`src/rtl/irq_unit_pkg.sv`:
```
`timescale 1ns/1ps
package irq_unit_pkg;
  localparam int DATA_W = 32;
  localparam int QREG_N = 4;
  localparam logic [6:0] CUSTOM0_OPC = 7'b0001011;

  typedef enum logic [2:0] {
    OP_GETQ  = 3'd0,
    OP_SETQ  = 3'd1,
    OP_RETQ  = 3'd2,
    OP_MASK  = 3'd3,
    OP_WAIT  = 3'd4,
    OP_TIMER = 3'd5,
    OP_NONE  = 3'd6,
    OP_BAD   = 3'd7
  } cop_e;
endpackage

```
`src/rtl/cust_decode.sv`:
```
`timescale 1ns/1ps
module cust_decode
  import irq_unit_pkg::*;
(
  input  logic        valid,
  input  logic [31:0] insn,
  output cop_e        op,
  output logic [1:0]  q_src,
  output logic [1:0]  q_dst
);
  // funct3, rs2 and the upper index bits carry no meaning here
  logic unused_fields;
  assign unused_fields = ^{insn[24:17], insn[14:9]};

  assign q_src = insn[16:15];
  assign q_dst = insn[8:7];

  always_comb begin
    op = OP_NONE;
    if (valid && insn[6:0] == CUSTOM0_OPC) begin
      case (insn[31:25])
        7'd0:    op = OP_GETQ;
        7'd1:    op = OP_SETQ;
        7'd2:    op = OP_RETQ;
        7'd3:    op = OP_MASK;
        7'd4:    op = OP_WAIT;
        7'd5:    op = OP_TIMER;
        default: op = OP_BAD;
      endcase
    end
  end
endmodule

```
`src/rtl/irq_timer.sv`:
```
`timescale 1ns/1ps
module irq_timer #(
  parameter int W = 32
) (
  input  logic         clk,
  input  logic         rst,
  input  logic         load,
  input  logic [W-1:0] load_val,
  output logic [W-1:0] count,
  output logic         fire
);
  logic [W-1:0] cnt_q;

  assign count = cnt_q;
  assign fire  = !load && (cnt_q == W'(1));

  always_ff @(posedge clk) begin
    if (rst)               cnt_q <= '0;
    else if (load)         cnt_q <= load_val;
    else if (cnt_q != '0)  cnt_q <= cnt_q - W'(1);
  end

  assert_load_R4: assert property (@(posedge clk) disable iff (rst)
    load |=> count == $past(load_val));
  assert_fire_zero_R4: assert property (@(posedge clk) disable iff (rst)
    fire |=> count == '0);
  assert_stopped_R4: assert property (@(posedge clk) disable iff (rst)
    (!load && count == '0) |=> count == '0);
endmodule

```
`src/rtl/irq_pending.sv`:
```
`timescale 1ns/1ps
module irq_pending #(
  parameter int N = 8
) (
  input  logic         clk,
  input  logic         rst,
  input  logic [N-2:0] ext_irq,
  input  logic         timer_fire,
  input  logic [N-1:0] clr,
  output logic [N-1:0] pend
);
  logic [N-2:0] ext_q;
  logic [N-1:0] set_vec;
  logic [N-1:0] pend_q;

  assign set_vec = {ext_irq & ~ext_q, timer_fire};
  assign pend    = pend_q;

  always_ff @(posedge clk) begin
    if (rst) begin
      ext_q  <= '0;
      pend_q <= '0;
    end else begin
      ext_q  <= ext_irq;
      pend_q <= (pend_q & ~clr) | set_vec;
    end
  end

  generate
    for (genvar i = 0; i < N - 1; i++) begin : g_line_chk
      assert_latch_rise_R5: assert property (@(posedge clk) disable iff (rst)
        (ext_irq[i] && !ext_q[i]) |=> pend[i+1]);
      assert_hold_R5: assert property (@(posedge clk) disable iff (rst)
        (pend[i+1] && !clr[i+1]) |=> pend[i+1]);
    end
  endgenerate

  assert_timer_set_R4: assert property (@(posedge clk) disable iff (rst)
    timer_fire |=> pend[0]);
endmodule

```
`src/rtl/irq_custom_unit.sv`:
```
`timescale 1ns/1ps
module irq_custom_unit
  import irq_unit_pkg::*;
#(
  parameter int          IRQ_W      = 8,
  parameter logic [31:0] RESET_ADDR = 32'h0000_0000,
  parameter logic [31:0] VEC_OFFSET = 32'h0000_0010
) (
  input  logic              clk,
  input  logic              rst,
  input  logic              insn_valid,
  input  logic [31:0]       insn_word,
  input  logic [31:0]       rs1_val,
  input  logic [31:0]       cur_pc,
  input  logic [IRQ_W-2:0]  ext_irq,
  output logic              rd_we,
  output logic [31:0]       rd_data,
  output logic              pc_redirect,
  output logic [31:0]       pc_target,
  output logic              stall,
  output logic              irq_entry,
  output logic              illegal
);
  localparam logic [31:0] VEC_ADDR = RESET_ADDR + VEC_OFFSET;

  cop_e              op;
  logic [1:0]        q_src;
  logic [1:0]        q_dst;
  logic [IRQ_W-1:0]  pend;
  logic [IRQ_W-1:0]  mask_q;
  logic [IRQ_W-1:0]  serviced;
  logic [IRQ_W-1:0]  clr;
  logic              in_handler;
  logic              waiting;
  logic              take_irq;
  logic              exec;
  logic              tmr_load;
  logic              tmr_fire;
  logic [DATA_W-1:0] tmr_count;
  logic [DATA_W-1:0] qreg [QREG_N];

  cust_decode u_dec (
    .valid (insn_valid),
    .insn  (insn_word),
    .op    (op),
    .q_src (q_src),
    .q_dst (q_dst)
  );

  assign serviced = pend & ~mask_q;
  assign take_irq = !in_handler && (serviced != '0);
  assign exec     = !waiting && !take_irq;
  assign tmr_load = exec && (op == OP_TIMER);
  assign clr      = take_irq ? serviced : '0;

  irq_timer #(.W(DATA_W)) u_tmr (
    .clk      (clk),
    .rst      (rst),
    .load     (tmr_load),
    .load_val (rs1_val),
    .count    (tmr_count),
    .fire     (tmr_fire)
  );

  irq_pending #(.N(IRQ_W)) u_pend (
    .clk        (clk),
    .rst        (rst),
    .ext_irq    (ext_irq),
    .timer_fire (tmr_fire),
    .clr        (clr),
    .pend       (pend)
  );

  // shadow bank: no reset, software treats q2/q3 as scratch
  always_ff @(posedge clk) begin
    if (take_irq) begin
      qreg[0] <= cur_pc;
      qreg[1] <= DATA_W'(serviced);
    end else if (exec && op == OP_SETQ) begin
      qreg[q_dst] <= rs1_val;
    end
  end

  always_ff @(posedge clk) begin
    if (rst) begin
      mask_q      <= '1;
      in_handler  <= 1'b0;
      waiting     <= 1'b0;
      rd_we       <= 1'b0;
      rd_data     <= '0;
      pc_redirect <= 1'b0;
      pc_target   <= '0;
      irq_entry   <= 1'b0;
      illegal     <= 1'b0;
    end else begin
      rd_we       <= 1'b0;
      pc_redirect <= 1'b0;
      irq_entry   <= 1'b0;
      illegal     <= 1'b0;
      if (take_irq) begin
        in_handler  <= 1'b1;
        waiting     <= 1'b0;
        irq_entry   <= 1'b1;
        pc_redirect <= 1'b1;
        pc_target   <= VEC_ADDR;
      end else if (waiting) begin
        if (pend != '0) begin
          waiting <= 1'b0;
          rd_we   <= 1'b1;
          rd_data <= DATA_W'(pend);
        end
      end else begin
        case (op)
          OP_GETQ: begin
            rd_we   <= 1'b1;
            rd_data <= qreg[q_src];
          end
          OP_RETQ: begin
            in_handler  <= 1'b0;
            pc_redirect <= 1'b1;
            pc_target   <= qreg[0];
          end
          OP_MASK: begin
            mask_q  <= rs1_val[IRQ_W-1:0];
            rd_we   <= 1'b1;
            rd_data <= DATA_W'(mask_q);
          end
          OP_WAIT: begin
            if (pend != '0) begin
              rd_we   <= 1'b1;
              rd_data <= DATA_W'(pend);
            end else begin
              waiting <= 1'b1;
            end
          end
          OP_TIMER: begin
            rd_we   <= 1'b1;
            rd_data <= tmr_count;
          end
          OP_BAD:  illegal <= 1'b1;
          default: ;
        endcase
      end
    end
  end

  assign stall = waiting;

  assert_no_nest_R7: assert property (@(posedge clk) disable iff (rst)
    irq_entry |=> !irq_entry);
  assert_entry_vec_R6: assert property (@(posedge clk) disable iff (rst)
    irq_entry |-> (pc_redirect && pc_target == VEC_ADDR && !rd_we));
  assert_stall_quiet_R9: assert property (@(posedge clk) disable iff (rst)
    stall |-> !rd_we);
  assert_wait_done_R9: assert property (@(posedge clk) disable iff (rst)
    $fell(stall) |-> (rd_we || irq_entry));
  assert_illegal_quiet_R10: assert property (@(posedge clk) disable iff (rst)
    illegal |-> (!rd_we && !pc_redirect));
  assert_illegal_pulse_R10: assert property (@(posedge clk) disable iff (rst)
    (illegal && !$past(insn_valid)) |-> 1'b0);
  assert_reset_mask_R11: assert property (@(posedge clk) disable iff (rst)
    $past(rst) |-> (mask_q == '1 && !in_handler && !stall));
endmodule

```
`config.mk`:
```
export PLATFORM = sky130hd
export DESIGN_NAME = irq_custom_unit
export DESIGN_NICKNAME = d
export VERILOG_FILES = /design/src/rtl/irq_unit_pkg.sv /design/src/rtl/cust_decode.sv /design/src/rtl/irq_timer.sv /design/src/rtl/irq_pending.sv /design/src/rtl/irq_custom_unit.sv
export SDC_FILE = /design/constraint.sdc
export NUM_CORES = 1
export LEC_CHECK = 0
export ABC_AREA = 1
export BUFFER_PORTS_ARGS = -buffer_cell sky130_fd_sc_hd__buf_2
export CAP_MARGIN = 5
export CORE_MARGIN = 2
export CORE_UTILIZATION = 60
export DETAILED_ROUTE_END_ITERATION = 8
export PLACE_DENSITY = 0.83
export SLEW_MARGIN = 15
export SYNTH_ARGS = -nofsm -noshare
export SYNTH_HDL_FRONTEND = slang
export SYNTH_SLANG_ARGS = --single-unit
```
`constraint.sdc`:
```
create_clock -name clk -period 13.6 [get_ports clk]
set_input_delay 0.68 -clock clk [delete_from_list [all_inputs] [get_ports clk]]
set_output_delay 0.68 -clock clk [all_outputs]
set_load 0.02 [all_outputs]
```
; ---- After elaboration in Yosys (flattened, before gate mapping)
; Memory sizes are Yosys's and may differ from the RTL's.
; Index checks and enable logic that the tools add are counted.
[classes]
addsub = 1
mul = 0
div_mod_pow = 0
order_cmp = 0
eq_ne = 14
n_shift = 0
muxes = 32
n_bitwise = 9
reduce_logical = 26
[op_table]
columns = cell, n
row1 = 2-to-1 mux 32 bit, 5
row2 = case mux 32 bit (4 select lines), 1
row3 = == test 32 x 1 -> 1 bit (second input constant), 1
row4 = nonzero test 32 bit, 1
row5 = OR reduction 32 bit, 1
row6 = subtractor 32 x 1 -> 32 bit (second input constant), 1
row7 = 2-to-1 mux 1 bit, 18
row8 = case mux 3 bit (6 select lines), 1
row9 = AND 8 bit, 2
row10 = inverter 8 bit, 2
row11 = nonzero test 8 bit, 2
row12 = 2-to-1 mux 5 bit, 3
row13 = == test 7 x 2 -> 1 bit (second input constant), 2
row14 = == test 7 x 3 -> 1 bit (second input constant), 2
row15 = == test 3 bit (second input constant), 3
row16 = 2-to-1 mux 8 bit, 1
row17 = bitwise OR 8 bit, 1
row18 = AND 7 bit, 1
row19 = == test 7 x 1 -> 1 bit (second input constant), 1
row20 = == test 7 x 4 -> 1 bit (second input constant), 1
row21 = logical NOT 7 bit, 1
row22 = inverter 7 bit, 1
row23 = == test 3 x 2 -> 1 bit (second input constant), 2
row24 = logical AND 1 bit, 6
row25 = other kinds (14), 22
[totals]
regBits = 125
latch_bits = 0
ramBits = 128
rom_bits = 0
input_bits = 106
out_inout_bits = 69
wordCells = 96
mem_count = 1
[mem_list]
columns = name, words, width, read_ports, rd_ports_with_merged_regs, wr, line_no
row1 = qreg, 4, 32, 2, 0, 2, irq_custom_unit.sv:40  ; logic [DATA_W-1:0] qreg [QREG_N];

; ---- Longest topological paths before layout
[logic_depth]
word_depth = 12
depth_mapped = 14
depth_no_buf = 13

; ---- Cells and area by module
; From an unflattened synthesis, not the netlist that was laid out.
[unflattened]
hier_cells = 1668
area_unflattened_um2 = 12639.6
[by_module_without_submodules]
columns = module, n_inst, cells_per_inst, area_per_inst_um2
row1 = irq_custom_unit, 1, 1168, 9565.4
row2 = irq_timer, 1, 403, 2377.3
row3 = irq_pending, 1, 63, 538.0
row4 = cust_decode, 1, 34, 158.9

; ---- Worst setup path after synthesis
; Ideal clock, no wire load.
[synth_timing]
kind = input port to flip-flop
start = in insn_word[30]
end = mem qreg[2][0], enable pin
t_arrival_ps = 4451
path_slack_ps = 8644
path_stages = 7
cell_sequence = nor2_1 nand2_1 nor2_4 inv_2 nor3_4 inv_2 nor4_1
[synth_lines]
columns = element, line_no
row1 = from (decl), irq_custom_unit.sv:12  ; input logic [31:0] insn_word,
row2 = to (decl), irq_custom_unit.sv:40

==> impl_metrics.env <==
export IMPL_status="finished clean"
export IMPL_min_from="ext_irq[5]"
export IMPL_synth_cell_types=42
export IMPL_ys_seq_elements=253
export IMPL_leakage_nw=6.006
export IMPL_cp_end_kind="register"
export IMPL_worstSkewPairLatency_ns=0.53
export IMPL_max_freq_ghz=0.3321
export IMPL_h_tree_depth=1
export IMPL_placement_rows=51
export IMPL_ys_warn_count=0
export IMPL_relSlewSlack_pct=35.71
export IMPL_final_cell_mix="nand2_1, nor2_1, buf_2"
export IMPL_r2r_start="u_pend.pend[6]$_SDFF_PP0_"
export IMPL_placed_area_um2=12680
export IMPL_gp_congestion=0.9449
export IMPL_core_area_um2=19400
export IMPL_hp_class="in2reg"
export IMPL_wire_per_inst_um=18.06
export IMPL_required_ns=13.78
export IMPL_root_buffer="clkbuf_16"
export IMPL_critPathKind="reg2reg"
export IMPL_die_h_um=144.5
export IMPL_cts_sinks=253
export IMPL_netlist_area_um2=11850
export IMPL_grt_max_degree=66
export IMPL_period_share_pct=22.14
export IMPL_r2r_cells=12
export IMPL_numCtsBuffers=26
export IMPL_setup_viol=0
export IMPL_power_density_nw_per_um2=152.0
export IMPL_cts_setup_buffers=0
export IMPL_routed_via_density=5.707
export IMPL_antenna_found_initial=0
export IMPL_via_count=10520
export IMPL_critPathLaunchType="register"
export IMPL_skew_ns=0.01692
export IMPL_final_common_cell="nand2_1"
export IMPL_max_cap_violations=0
export IMPL_syn_inst=1430
export IMPL_fin_area_um2=13620
export IMPL_synth_seq_area_share_pct=53.58
export IMPL_drtIter0Drc=939
export IMPL_hold_viol=0
export IMPL_wirelength_um=33300
export IMPL_arrival_ns=3.19
export IMPL_period_minus_slack_ns=3.011
export IMPL_worstSetupStartpoint="u_pend.pend[6]$_SDFF_PP0_"
export IMPL_post_route_util_pct=70.22
export IMPL_yosysTopAreaCellShare_pct=32.45
export IMPL_maxSlewViolCount=0
export IMPL_postCtsHoldBufs=0
export IMPL_cts_buffer_depth=3
export IMPL_post_dp_hpwl_um=22770
export IMPL_grt_pass1_wl_um=50800
export IMPL_io_pins=175
export IMPL_worst_slew_pin_slew_ns=0.9633
export IMPL_grt_pass1_vias=9708
export IMPL_overflow=0
export IMPL_syn_mean_instance_area_um2=8.283
export IMPL_die_w_um=144.5
export IMPL_start_util_pct=61.06
export IMPL_setup_tns_ns=0
export IMPL_syn_nets=1538
export IMPL_synth_ff_type="edfxtp_1"
export IMPL_peakVddDrop_uv=121.0
export IMPL_port_buffers=160
export IMPL_clk_pin_slew_worst_paths_ns=0.06
export IMPL_grtUsageTotal_pct=31.73
export IMPL_post_cts_resized=0
export IMPL_die_area_um2=20880
export IMPL_drc=0
export IMPL_synthArstFlopShare_pct=0
export IMPL_drive_gt1_share_pct=16.98
export IMPL_synth_edf_count=128
export IMPL_final_nets=1666
export IMPL_rsz0062_at_grt="no"
export IMPL_ant_nets=0
export IMPL_synth_area_leaders="edfxtp_1, dfxtp_1, nand2_1, nor2_1, o21ai_0"
export IMPL_cts_tree="built"
export IMPL_yosysTopAreaCell="edfxtp_1"
export IMPL_hold_path_depth=3
export IMPL_cp_max_fo=41
export IMPL_syn2layout_area_growth_pct=15.00
export IMPL_drt_first_pass_iters=5
power breakdown:
part	switching, mW	leakage, nW	internal, mW	total [mW]
Sequential	0.0335	2.19	0.831	0.865
Combinational	0.296	3.36	0.149	0.445
Clock	0.295	0.457	0.465	0.760
metal layers:
layer	part of all wire [%]	track usage, %
met1	38	39.22
met2	49	55.53
met3	7.0	4.205
met4	5.2	14.36
met5	0	0
flip-flops by register name (all words and copies together), names as in the netlist:
signal        count
illegal           1
in_handler        1
irq_entry         1
mask_q            8
pc_redirect       1
pc_target        32
qreg            128
rd_data          32
rd_we             1
stall             1
u_pend.ext_q      7
u_pend.pend       8
u_tmr.count      32
area by class of cell:
class	count	area, um2
Sequential cell	253	6346
Fill cell	1569	5777
Multi-Input combinational cell	977	4628
Timing Repair Buffer	175	917.1
Clock buffer	34	753.2
Inverter	125	473.0
Tap cell	265	331.6
Clock inverter	14	170.2
Antenna cell	1	2.502
cells in the mapped netlist, drive strengths merged (15+ instances only):
cell and number:
xor2 15, dfxtp 125, buf 40, edfxtp 128
nor3 35, nand3 78, o21ai 152, a21oi 47
nand2 283, o22ai 40, inv 123, clkbuf 35
nor2 272, o211ai 25
path summary, 6_finish.rpt:
path / end / slack (ns)
min: u_pend.ext_q[5]$_SDFF_PP0_ / 0.36
max: qreg[1][27]$_SDFFCE_PN0P_ / 10.59
max reg2reg: qreg[1][27]$_SDFFCE_PN0P_ / 10.59
min reg2reg: u_pend.pend[6]$_SDFF_PP0_ / 0.43
per-stage QoR:
| stage | cells | hold slack, ns | worst slack [ns] | power [mW] |
|---|---|---|---|---|
| after floorplan | 1430 | 0.4081 | 8.644 | 1.190 |
| after detailed placement | 1794 | 0.4166 | 10.22 | 1.311 |
| after global placement | 1794 | 0.4110 | 10.23 | 1.304 |
| final | 1844 | 0.3565 | 10.59 | 2.070 |
| after global routing | 1843 | 0.3511 | 10.47 | 2.160 |
| after CTS | 1842 | 0.3477 | 10.61 | 2.064 |
worst max-delay path: stages (launching register included):
cell and delay, ns:
dfxtp_1 0.36, inv_1 0.07, or2_1 0.17, nand2_1 0.06
nor2_1 0.09, nand2_1 0.09, nand2_4 0.23, nand2_1 0.20
nor2_1 0.20, nand3_1 0.09, buf_4 0.28, nand2_1 0.38
buf_4 0.42
cells by family (layout without fill, tap and decap cells):
family | Yosys count | after routing | share of synthesized area [%]
other | 0 | 1 | 0
buffers and inverters | 200 | 348 | 7.521
AOI/OAI and AO/OA | 265 | 265 | 12.27
xor gates and xnor gates | 16 | 16 | 1.183
and+or+nand+nor | 694 | 694 | 25.23
adders and majority gates | 2 | 2 | 0.2112
DFF | 253 | 253 | 53.58
Note: power is estimated with default switching activity, not from simulation.
